<file path="src/rtl/i2cm_pkg.sv">
package i2cm_pkg;

    localparam int BYTE_W = 8;
    localparam int NCMD   = 5;

    // Operation handed from the request decoder to the sequencer.
    typedef enum logic [2:0] {
        OP_NONE,
        OP_START,
        OP_RSTART,
        OP_STOP,
        OP_RCV,
        OP_ACK,
        OP_TX
    } op_e;

    // Sequencer states.
    typedef enum logic [2:0] {
        S_IDLE,
        S_START,
        S_STOP,
        S_TX,
        S_RX,
        S_ACK
    } state_e;

endpackage

</file>
<file path="src/rtl/i2cm_qtick.sv">
// Quarter-bit tick generator: one tick every reload+1 clocks while run is high.
module i2cm_qtick #(
    parameter int RLD_W = 8
) (
    input  logic             clk,
    input  logic             rst,
    input  logic             run,
    input  logic [RLD_W-1:0] reload,
    output logic             tick
);

    logic [RLD_W-1:0] cnt;

    always_ff @(posedge clk) begin
        if (rst || !run) begin
            cnt <= '0;
        end else if (cnt == reload) begin
            cnt <= '0;
        end else begin
            cnt <= cnt + 1'b1;
        end
    end

    assign tick = run && (cnt == reload);

    // the counter never passes the reload value while running
    a_r2_cnt_bounded: assert property (@(posedge clk) disable iff (rst)
        run && $stable(reload) && $past(run) |-> cnt <= reload);

endmodule

</file>
<file path="src/rtl/i2cm_seq.sv">
// Bus waveform sequencer: produces the SCL/SDA drive for one event at a time.
module i2cm_seq
    import i2cm_pkg::*;
#(
    parameter int RLD_W = 8
) (
    input  logic              clk,
    input  logic              rst,
    input  logic [RLD_W-1:0]  reload,
    input  logic              go,
    input  op_e               op,
    input  logic [BYTE_W-1:0] tx_byte,
    input  logic              ack_bit,
    input  logic              abort,
    input  logic              sda_i,
    output logic              done,
    output logic [BYTE_W-1:0] rx_byte,
    output logic              ack_seen,
    output logic              active,
    output logic              scl_oe,
    output logic              sda_oe
);

    localparam int BITS_W = $clog2(BYTE_W + 1) + 1;
    localparam logic [BITS_W-1:0] TX_LAST = BITS_W'(BYTE_W);
    localparam logic [BITS_W-1:0] RX_LAST = BITS_W'(BYTE_W - 1);

    state_e              state, state_nx;
    logic [1:0]          q;
    logic [BITS_W-1:0]   bitn;
    logic [BITS_W-1:0]   last_bit;
    logic [BYTE_W:0]     sh;
    logic [BYTE_W-1:0]   rx_sh;
    logic                hold_scl_low, hold_sda_low;
    logic                tick, ev_end;

    i2cm_qtick #(.RLD_W(RLD_W)) u_qtick (
        .clk    (clk),
        .rst    (rst),
        .run    (active),
        .reload (reload),
        .tick   (tick)
    );

    assign active   = (state != S_IDLE);
    assign last_bit = (state == S_TX) ? TX_LAST : (state == S_RX) ? RX_LAST : '0;
    assign ev_end   = active && tick && (q == 2'd3) && (bitn == last_bit);
    assign done     = ev_end && !abort;
    assign rx_byte  = rx_sh;

    // Next-state logic
    always_comb begin
        state_nx = state;
        unique case (state)
            S_IDLE: begin
                if (go) begin
                    unique case (op)
                        OP_START, OP_RSTART: state_nx = S_START;
                        OP_STOP:             state_nx = S_STOP;
                        OP_RCV:              state_nx = S_RX;
                        OP_ACK:              state_nx = S_ACK;
                        OP_TX:               state_nx = S_TX;
                        default:             state_nx = S_IDLE;
                    endcase
                end
            end
            S_START, S_STOP, S_TX, S_RX, S_ACK: begin
                if (ev_end) state_nx = S_IDLE;
            end
            default: state_nx = S_IDLE;
        endcase
        if (abort) state_nx = S_IDLE;
    end

    // State register
    always_ff @(posedge clk) begin
        if (rst) state <= S_IDLE;
        else     state <= state_nx;
    end

    // Quarter, bit and shift datapath
    always_ff @(posedge clk) begin
        if (rst) begin
            q            <= '0;
            bitn         <= '0;
            sh           <= '1;
            rx_sh        <= '0;
            ack_seen     <= 1'b0;
            hold_scl_low <= 1'b0;
            hold_sda_low <= 1'b0;
        end else if (abort) begin
            q            <= '0;
            bitn         <= '0;
            hold_scl_low <= 1'b0;
            hold_sda_low <= 1'b0;
        end else if (!active) begin
            if (go) begin
                q    <= '0;
                bitn <= '0;
                unique case (op)
                    OP_TX:   sh <= {tx_byte, 1'b1};
                    OP_ACK:  sh <= {ack_bit, {BYTE_W{1'b1}}};
                    default: sh <= '1;
                endcase
            end
        end else if (tick) begin
            q <= q + 1'b1;
            if (q == 2'd1) begin
                if (state == S_RX) rx_sh <= {rx_sh[BYTE_W-2:0], sda_i};
                if (state == S_TX && bitn == TX_LAST) ack_seen <= sda_i;
            end
            if (q == 2'd3) begin
                bitn <= bitn + 1'b1;
                sh   <= {sh[BYTE_W-1:0], 1'b1};
                if (bitn == last_bit) begin
                    unique case (state)
                        S_START: begin hold_scl_low <= 1'b1; hold_sda_low <= 1'b1; end
                        S_STOP:  begin hold_scl_low <= 1'b0; hold_sda_low <= 1'b0; end
                        default: begin hold_scl_low <= 1'b1; hold_sda_low <= ~sh[BYTE_W]; end
                    endcase
                end
            end
        end
    end

    // Line drive decode
    always_comb begin
        scl_oe = hold_scl_low;
        sda_oe = hold_sda_low;
        unique case (state)
            S_IDLE: begin
                scl_oe = hold_scl_low;
                sda_oe = hold_sda_low;
            end
            S_START: begin
                unique case (q)
                    2'd0: begin scl_oe = hold_scl_low; sda_oe = 1'b0; end
                    2'd1: begin scl_oe = 1'b0;         sda_oe = 1'b0; end
                    2'd2: begin scl_oe = 1'b0;         sda_oe = 1'b1; end
                    default: begin scl_oe = 1'b1;      sda_oe = 1'b1; end
                endcase
            end
            S_STOP: begin
                unique case (q)
                    2'd0: begin scl_oe = 1'b1; sda_oe = 1'b1; end
                    2'd1, 2'd2: begin scl_oe = 1'b0; sda_oe = 1'b1; end
                    default: begin scl_oe = 1'b0; sda_oe = 1'b0; end
                endcase
            end
            S_TX, S_RX, S_ACK: begin
                scl_oe = (q == 2'd0) || (q == 2'd3);
                sda_oe = ~sh[BYTE_W];
            end
            default: begin
                scl_oe = 1'b0;
                sda_oe = 1'b0;
            end
        endcase
    end

    // SDA moves only under a held-low SCL, except START/STOP edges and abort
    a_r12_sda_moves_scl_low: assert property (@(posedge clk) disable iff (rst)
        (sda_oe != $past(sda_oe)) && !$past(abort)
        && !((state == S_START && q == 2'd2) || (state == S_STOP && q == 2'd3))
        |-> scl_oe && $past(scl_oe));

    // a START always leaves both lines pulled low
    a_r3_start_leaves_low: assert property (@(posedge clk) disable iff (rst)
        (state == S_START) && done |=> scl_oe && sda_oe);

    // a STOP always leaves both lines released
    a_r4_stop_releases: assert property (@(posedge clk) disable iff (rst)
        (state == S_STOP) && done |=> !scl_oe && !sda_oe);

endmodule

</file>
<file path="src/rtl/i2c_event_master.sv">
// Request decoder, buffer and flags around the bus sequencer.
module i2c_event_master
    import i2cm_pkg::*;
#(
    parameter int RLD_W = 8
) (
    input  logic              clk,
    input  logic              rst,
    input  logic [RLD_W-1:0]  reload,
    input  logic              cmd_start,
    input  logic              cmd_rstart,
    input  logic              cmd_stop,
    input  logic              cmd_rcv,
    input  logic              cmd_ack,
    input  logic              ack_val,
    input  logic              buf_wr,
    input  logic [BYTE_W-1:0] buf_wdata,
    input  logic              buf_rd,
    input  logic              irq_clr,
    input  logic              wcol_clr,
    input  logic              ovf_clr,
    input  logic              sda_i,
    input  logic              coll_i,
    output logic              scl_oe,
    output logic              sda_oe,
    output logic [NCMD-1:0]   enables,
    output logic              busy,
    output logic              evt_irq,
    output logic              ack_stat,
    output logic              wcol,
    output logic              buf_full,
    output logic              rx_ovf,
    output logic [BYTE_W-1:0] buf_rdata
);

    logic [NCMD-1:0]   en_q;
    logic [NCMD:0]     req;
    logic              tx_act, req_any, multi, accept, reject;
    logic              seq_done, seq_ack, seq_active;
    logic [BYTE_W-1:0] seq_rx, buf_q;
    op_e               op;

    assign req     = {cmd_ack, cmd_rcv, cmd_stop, cmd_rstart, cmd_start, buf_wr};
    assign req_any = |req;
    assign multi   = ($countones(req) > 1);
    assign busy    = (|en_q) || tx_act;
    assign accept  = req_any && !multi && !busy && !coll_i;
    assign reject  = req_any && (multi || busy) && !coll_i;

    always_comb begin
        op = OP_NONE;
        if (buf_wr)          op = OP_TX;
        else if (cmd_start)  op = OP_START;
        else if (cmd_rstart) op = OP_RSTART;
        else if (cmd_stop)   op = OP_STOP;
        else if (cmd_rcv)    op = OP_RCV;
        else if (cmd_ack)    op = OP_ACK;
    end

    i2cm_seq #(.RLD_W(RLD_W)) u_seq (
        .clk      (clk),
        .rst      (rst),
        .reload   (reload),
        .go       (accept),
        .op       (op),
        .tx_byte  (buf_wdata),
        .ack_bit  (ack_val),
        .abort    (coll_i),
        .sda_i    (sda_i),
        .done     (seq_done),
        .rx_byte  (seq_rx),
        .ack_seen (seq_ack),
        .active   (seq_active),
        .scl_oe   (scl_oe),
        .sda_oe   (sda_oe)
    );

    always_ff @(posedge clk) begin
        if (rst) begin
            en_q     <= '0;
            tx_act   <= 1'b0;
            evt_irq  <= 1'b0;
            ack_stat <= 1'b0;
            wcol     <= 1'b0;
            buf_full <= 1'b0;
            rx_ovf   <= 1'b0;
            buf_q    <= '0;
        end else begin
            if (irq_clr)  evt_irq  <= 1'b0;
            if (wcol_clr) wcol     <= 1'b0;
            if (ovf_clr)  rx_ovf   <= 1'b0;
            if (buf_rd)   buf_full <= 1'b0;
            if (reject)   wcol     <= 1'b1;
            if (coll_i) begin
                en_q     <= '0;
                tx_act   <= 1'b0;
                buf_full <= 1'b0;
            end else if (accept) begin
                if (buf_wr) begin
                    buf_q    <= buf_wdata;
                    buf_full <= 1'b1;
                    tx_act   <= 1'b1;
                end else begin
                    en_q <= req[NCMD:1];
                end
            end else if (seq_done) begin
                en_q    <= '0;
                tx_act  <= 1'b0;
                evt_irq <= 1'b1;
                if (tx_act) begin
                    buf_full <= 1'b0;
                    ack_stat <= seq_ack;
                end
                if (en_q[3]) begin
                    if (buf_full && !buf_rd) begin
                        rx_ovf <= 1'b1;
                    end else begin
                        buf_q    <= seq_rx;
                        buf_full <= 1'b1;
                    end
                end
            end
        end
    end

    assign enables   = en_q;
    assign buf_rdata = buf_q;

    // the request-side busy view matches the sequencer's activity
    a_r13_busy_tracks_seq: assert property (@(posedge clk) disable iff (rst)
        busy == seq_active);

    // a refused request leaves the enable bits untouched
    a_r9_refused_no_effect: assert property (@(posedge clk) disable iff (rst)
        req_any && busy && !seq_done && !coll_i |=> enables == $past(enables));

    // completion raises the event flag
    a_r10_irq_on_done: assert property (@(posedge clk) disable iff (rst)
        seq_done && !coll_i |=> evt_irq);

    // lost arbitration releases the bus and idles the engine
    a_r11_abort_release: assert property (@(posedge clk) disable iff (rst)
        coll_i |=> !scl_oe && !sda_oe && !busy && !buf_full);

    // overflow keeps the earlier byte
    a_r7_no_overflow: assert property (@(posedge clk) disable iff (rst)
        seq_done && en_q[3] && buf_full && !buf_rd && !coll_i
        |=> rx_ovf && $stable(buf_rdata));

endmodule

</file>
<file path="config.mk">
export PLATFORM = sky130hd
export DESIGN_NAME = i2c_event_master
export DESIGN_NICKNAME = d
export VERILOG_FILES = /design/src/rtl/i2cm_pkg.sv /design/src/rtl/i2cm_qtick.sv /design/src/rtl/i2cm_seq.sv /design/src/rtl/i2c_event_master.sv
export SDC_FILE = /design/constraint.sdc
export NUM_CORES = 1
export LEC_CHECK = 0
export ABC_AREA = 1
export BUFFER_PORTS_ARGS = -buffer_cell sky130_fd_sc_hd__clkbuf_2
export CAP_MARGIN = 20
export CORE_ASPECT_RATIO = 0.9
export CORE_MARGIN = 5
export CORE_UTILIZATION = 51
export DETAILED_ROUTE_END_ITERATION = 12
export GPL_ROUTABILITY_DRIVEN = 0
export PLACE_DENSITY_LB_ADDON = 0.08
export SLEW_MARGIN = 10
export SYNTH_ARGS = -nofsm -noshare
export SYNTH_HDL_FRONTEND = slang
export SYNTH_SLANG_ARGS = --single-unit
</file>
<file path="constraint.sdc">
create_clock -name clk -period 2.71 [get_ports clk]
set_input_delay 0.1355 -clock clk [delete_from_list [all_inputs] [get_ports clk]]
set_output_delay 0.1355 -clock clk [all_outputs]
set_load 0.05 [all_outputs]
</file>
==> impl_metrics.toml <==
[min_path]
min_delay_path_depth = 4
hold_class = "in2reg"

[layout]
area_growth_pct = 16.2
fin_cells = 590
utilization_pct = 60.3
nNetsFinal = 562
diodes = 0
drive_gt1_share_pct = 20.5

[power_and_ir_drop]
peakVddDrop_uv = 226
cellPowerDensity_mw_per_mm2 = 495
power.leakage_uw = 0.00167

[setup_path]
critPathLaunchType = "primary input"
max_stage_delay_ps = 530
worst_ep_arrival_time_ps = 2690
critPathTopFamily = "adder cells"
crit_top_cell = "fa_1"
reg2reg_depth = 8
crit_path_max_fanout = 10
cp_slowest_cell = "fa_1"
path_buf_inv = 5
worstPathRequired_ps = 2890
crit_cells = 14
crit_chain = "clkbuf_2 > fa_1 > inv_1 > fa_1 > nor2_1 > fa_1 > inv_1 > nand2_1 > nor2_2 > buf_4 > nand2_1 > buf_4 > nand3_1 > a21oi_1"
cp-end-kind = "flip-flop"
criticalPathCategory = "in2reg"

[cts]
clkTransAtPathRegs_ps = 100
numCtsBuffers = 5
cts_tree = "built"
clk-insertion-delay-late_ps = 310
cts_sinks = 56
h-tree-depth = 2
cts_setup_buffers = 0
clockBufferDepth = 2
clockRootBuffer = "clkbuf_8"

[placed_design]
io_buffers = 51
dpl.cell_count = 581
post-dp-hpwl_mm = 5.47

[yosys]
synth_area_per_cell_um2 = 6.94
ys_seq_area_share_pct = 35.6
synth_area_mm2 = 0.00315
yosysWarnings = 0
ys_types = 35
ys_seq_elements = 56
synth_nets = 499
synthCells = 454

[timing]
slew_headroom_pct = 59.2
final_hold_viol_count = 0
fmax_ghz = 0.398
min_period_ps = 2510
finalClockSkew_ps = 14.9
rsz0062_at_grt = "no"
tightestPinTransition_ps = 610
setup_viol = 0
final_min_period_over_clock_period_pct = 92.8
finalMaxSlewViolations = 0

[floorplan]
rows = 27
core_area_mm2 = 0.00608
die_h_um = 84.6
dieArea_mm2 = 0.00786
io_pins = 52
initial_core_util_pct = 51.9
die-width_um = 92.9

[drt]
drc = 0
wl_per_cell_um = 12.3
wl_mm = 7.27
drtIter0Drc = 112
drtAntennaViolNets = 0
vias = 2967
drt_pass1_iterations = 4
viasPerCell = 5.03

[run]
maxCapViolations = 0

[global_route]
grt-ovfl-total = 0
grt_max_degree = 20
antenna_found_initial = 0
grt_pass1_vias = 2653
grtUsageTotal_pct = 18.2
grt_pass1_wl_mm = 11.9

[run_status]
outcome = "finished, final reports clean"
[power breakdown]
group	internal (µW)	leakage [µW]	switching, µW
registers	857	0.000453	23.0
logic	145	0.00117	299
clock network	191	0.0000463	300
total	1190	0.00167	622
[repair_timing]
item,4_1_cts,5_1_grt
endpoints found under the hold margin,0,0
gates resized for setup,0,3
endpoints found under the setup margin,0,8
hold buffers,0,0
[final timing paths]
path	start	end	slack (ps)
worst max-delay path	cmd_start	enables[1]	200
worst min register to register	u_seq.ack_seen	u_seq.ack_seen	450
worst min-delay path	wcol_clr	wcol	70
worst max register to register	u_seq.u_qtick.cnt[7]	u_seq.rx_byte[7]	660
[logic make-up after synthesis]
logic type,Yosys count,share of synthesized area (%)
and+or+nand+nor,210,31.1
AOI/OAI and AO/OA,83,14.0
buffers and inverters,81,10.3
DFF,56,35.6
adders and majority gates,14,6.27
xor gates and xnor gates,10,2.78
[final cells by class]
class	instances	area [µm²]
Sequential cell	56	1120
Multi-Input combinational cell	318	1730
Timing Repair Buffer	65	360
Clock inverter	3	27.5
Fill cell	614	2420
Clock buffer	5	68.8
Tap cell	72	90.1
Inverter	71	267
[layout by cell type, fill, tap and decap left out, types with 4 or more instances in the layout]
cell | synthesis | layout
a21oi_1 | 42 | 42
buf_4 | 0 | 14
clkbuf_2 | 0 | 51
clkbuf_8 | 0 | 5
dfxtp_1 | 56 | 56
ha_1 | 11 | 11
inv_1 | 64 | 63
inv_2 | 7 | 8
nand2_1 | 97 | 97
nand3_1 | 33 | 33
nand3_2 | 4 | 4
nor2_1 | 48 | 47
nor3_1 | 5 | 5
o21ai_0 | 25 | 25
o21ai_1 | 7 | 7
or2_2 | 5 | 5
xnor2_1 | 6 | 6
xor2_1 | 4 | 4
[worst min-delay path, stage by stage]
cell and delay [ps]:
clkbuf_2 70, inv_1 30, nand2_1 40, a21oi_1 60
[layer usage]
| metal | GRT usage [%] | share of wire [%] | up-vias |
|---|---|---|---|
| li1 | - | - | 1576 |
| met5 | 0 | 0 | - |
| met1 | 24.9 | 50 | 1337 |
| met3 | 3.32 | 3.8 | 7 |
| met2 | 30.7 | 45 | 47 |
| met4 | 2.80 | 0.66 | 0 |
[stage by stage]
| step | hold WS (ps) | worst slack [ps] | area (µm²) | total power [µW] | TNS [ps] |
|---|---|---|---|---|---|
| floorplan | 240 | 23.3 | 3150 | 1200 | 0 |
| CTS | 72.7 | 131 | 3640 | 1820 | 0 |
| detailed placement | 399 | -204 | 3540 | 1340 | -3050 |
| finish | 69.8 | 195 | 3660 | 1810 | 0 |
| global placement | 394 | -115 | 3540 | 1330 | -1410 |
| global route | 82.0 | 7.88 | 3660 | 1910 | 0 |
[Yosys cell counts]
cell type / n / area (µm²)
nand2_4: 2 / 22.5
nand2_2: 3 / 18.8
xor2_1: 4 / 35.0
buf_6: 2 / 22.5
nand4_2: 2 / 25.0
xnor2_1: 6 / 52.6
o21a_1: 1 / 7.51
o21ai_0: 25 / 125
nor2_4: 2 / 22.5
buf_2: 5 / 25.0
a211oi_1: 1 / 7.51
nor2_1: 48 / 180
nand3_2: 4 / 40.0
nor3_2: 1 / 10.0
nand4_4: 1 / 21.3
nor3_1: 5 / 25.0
nor3b_1: 1 / 7.51
clkbuf_1: 3 / 11.3
nand4_1: 2 / 12.5
a21oi_1: 42 / 210
ha_1: 11 / 138
nand2_1: 97 / 364
o21ai_1: 7 / 35.0
or2_2: 5 / 31.3
inv_2: 7 / 26.3
nor3_4: 1 / 16.3
o2111ai_1: 3 / 26.3
nor4_1: 1 / 6.26
inv_1: 64 / 240
dfxtp_1: 56 / 1120
nand3_1: 33 / 165
o211ai_1: 3 / 22.5
fa_1: 3 / 60.1
nor2_2: 2 / 12.5
a31oi_1: 1 / 6.26
[flip-flops by register name, indices dropped and copies added (netlist names)]
name and count:
u_seq.u_qtick.cnt 8, u_seq.hold_sda_low 1, ack_stat 1, tx_act 1
u_seq.ack_seen 1, buf_rdata 8, enables 5, u_seq.rx_byte 8
u_seq.q 2, u_seq.hold_scl_low 1, rx_ovf 1, evt_irq 1
buf_full 1, u_seq.sh 8, u_seq.state 3, u_seq.bitn 5
wcol 1
Note: power is estimated with default switching activity, not from simulation.
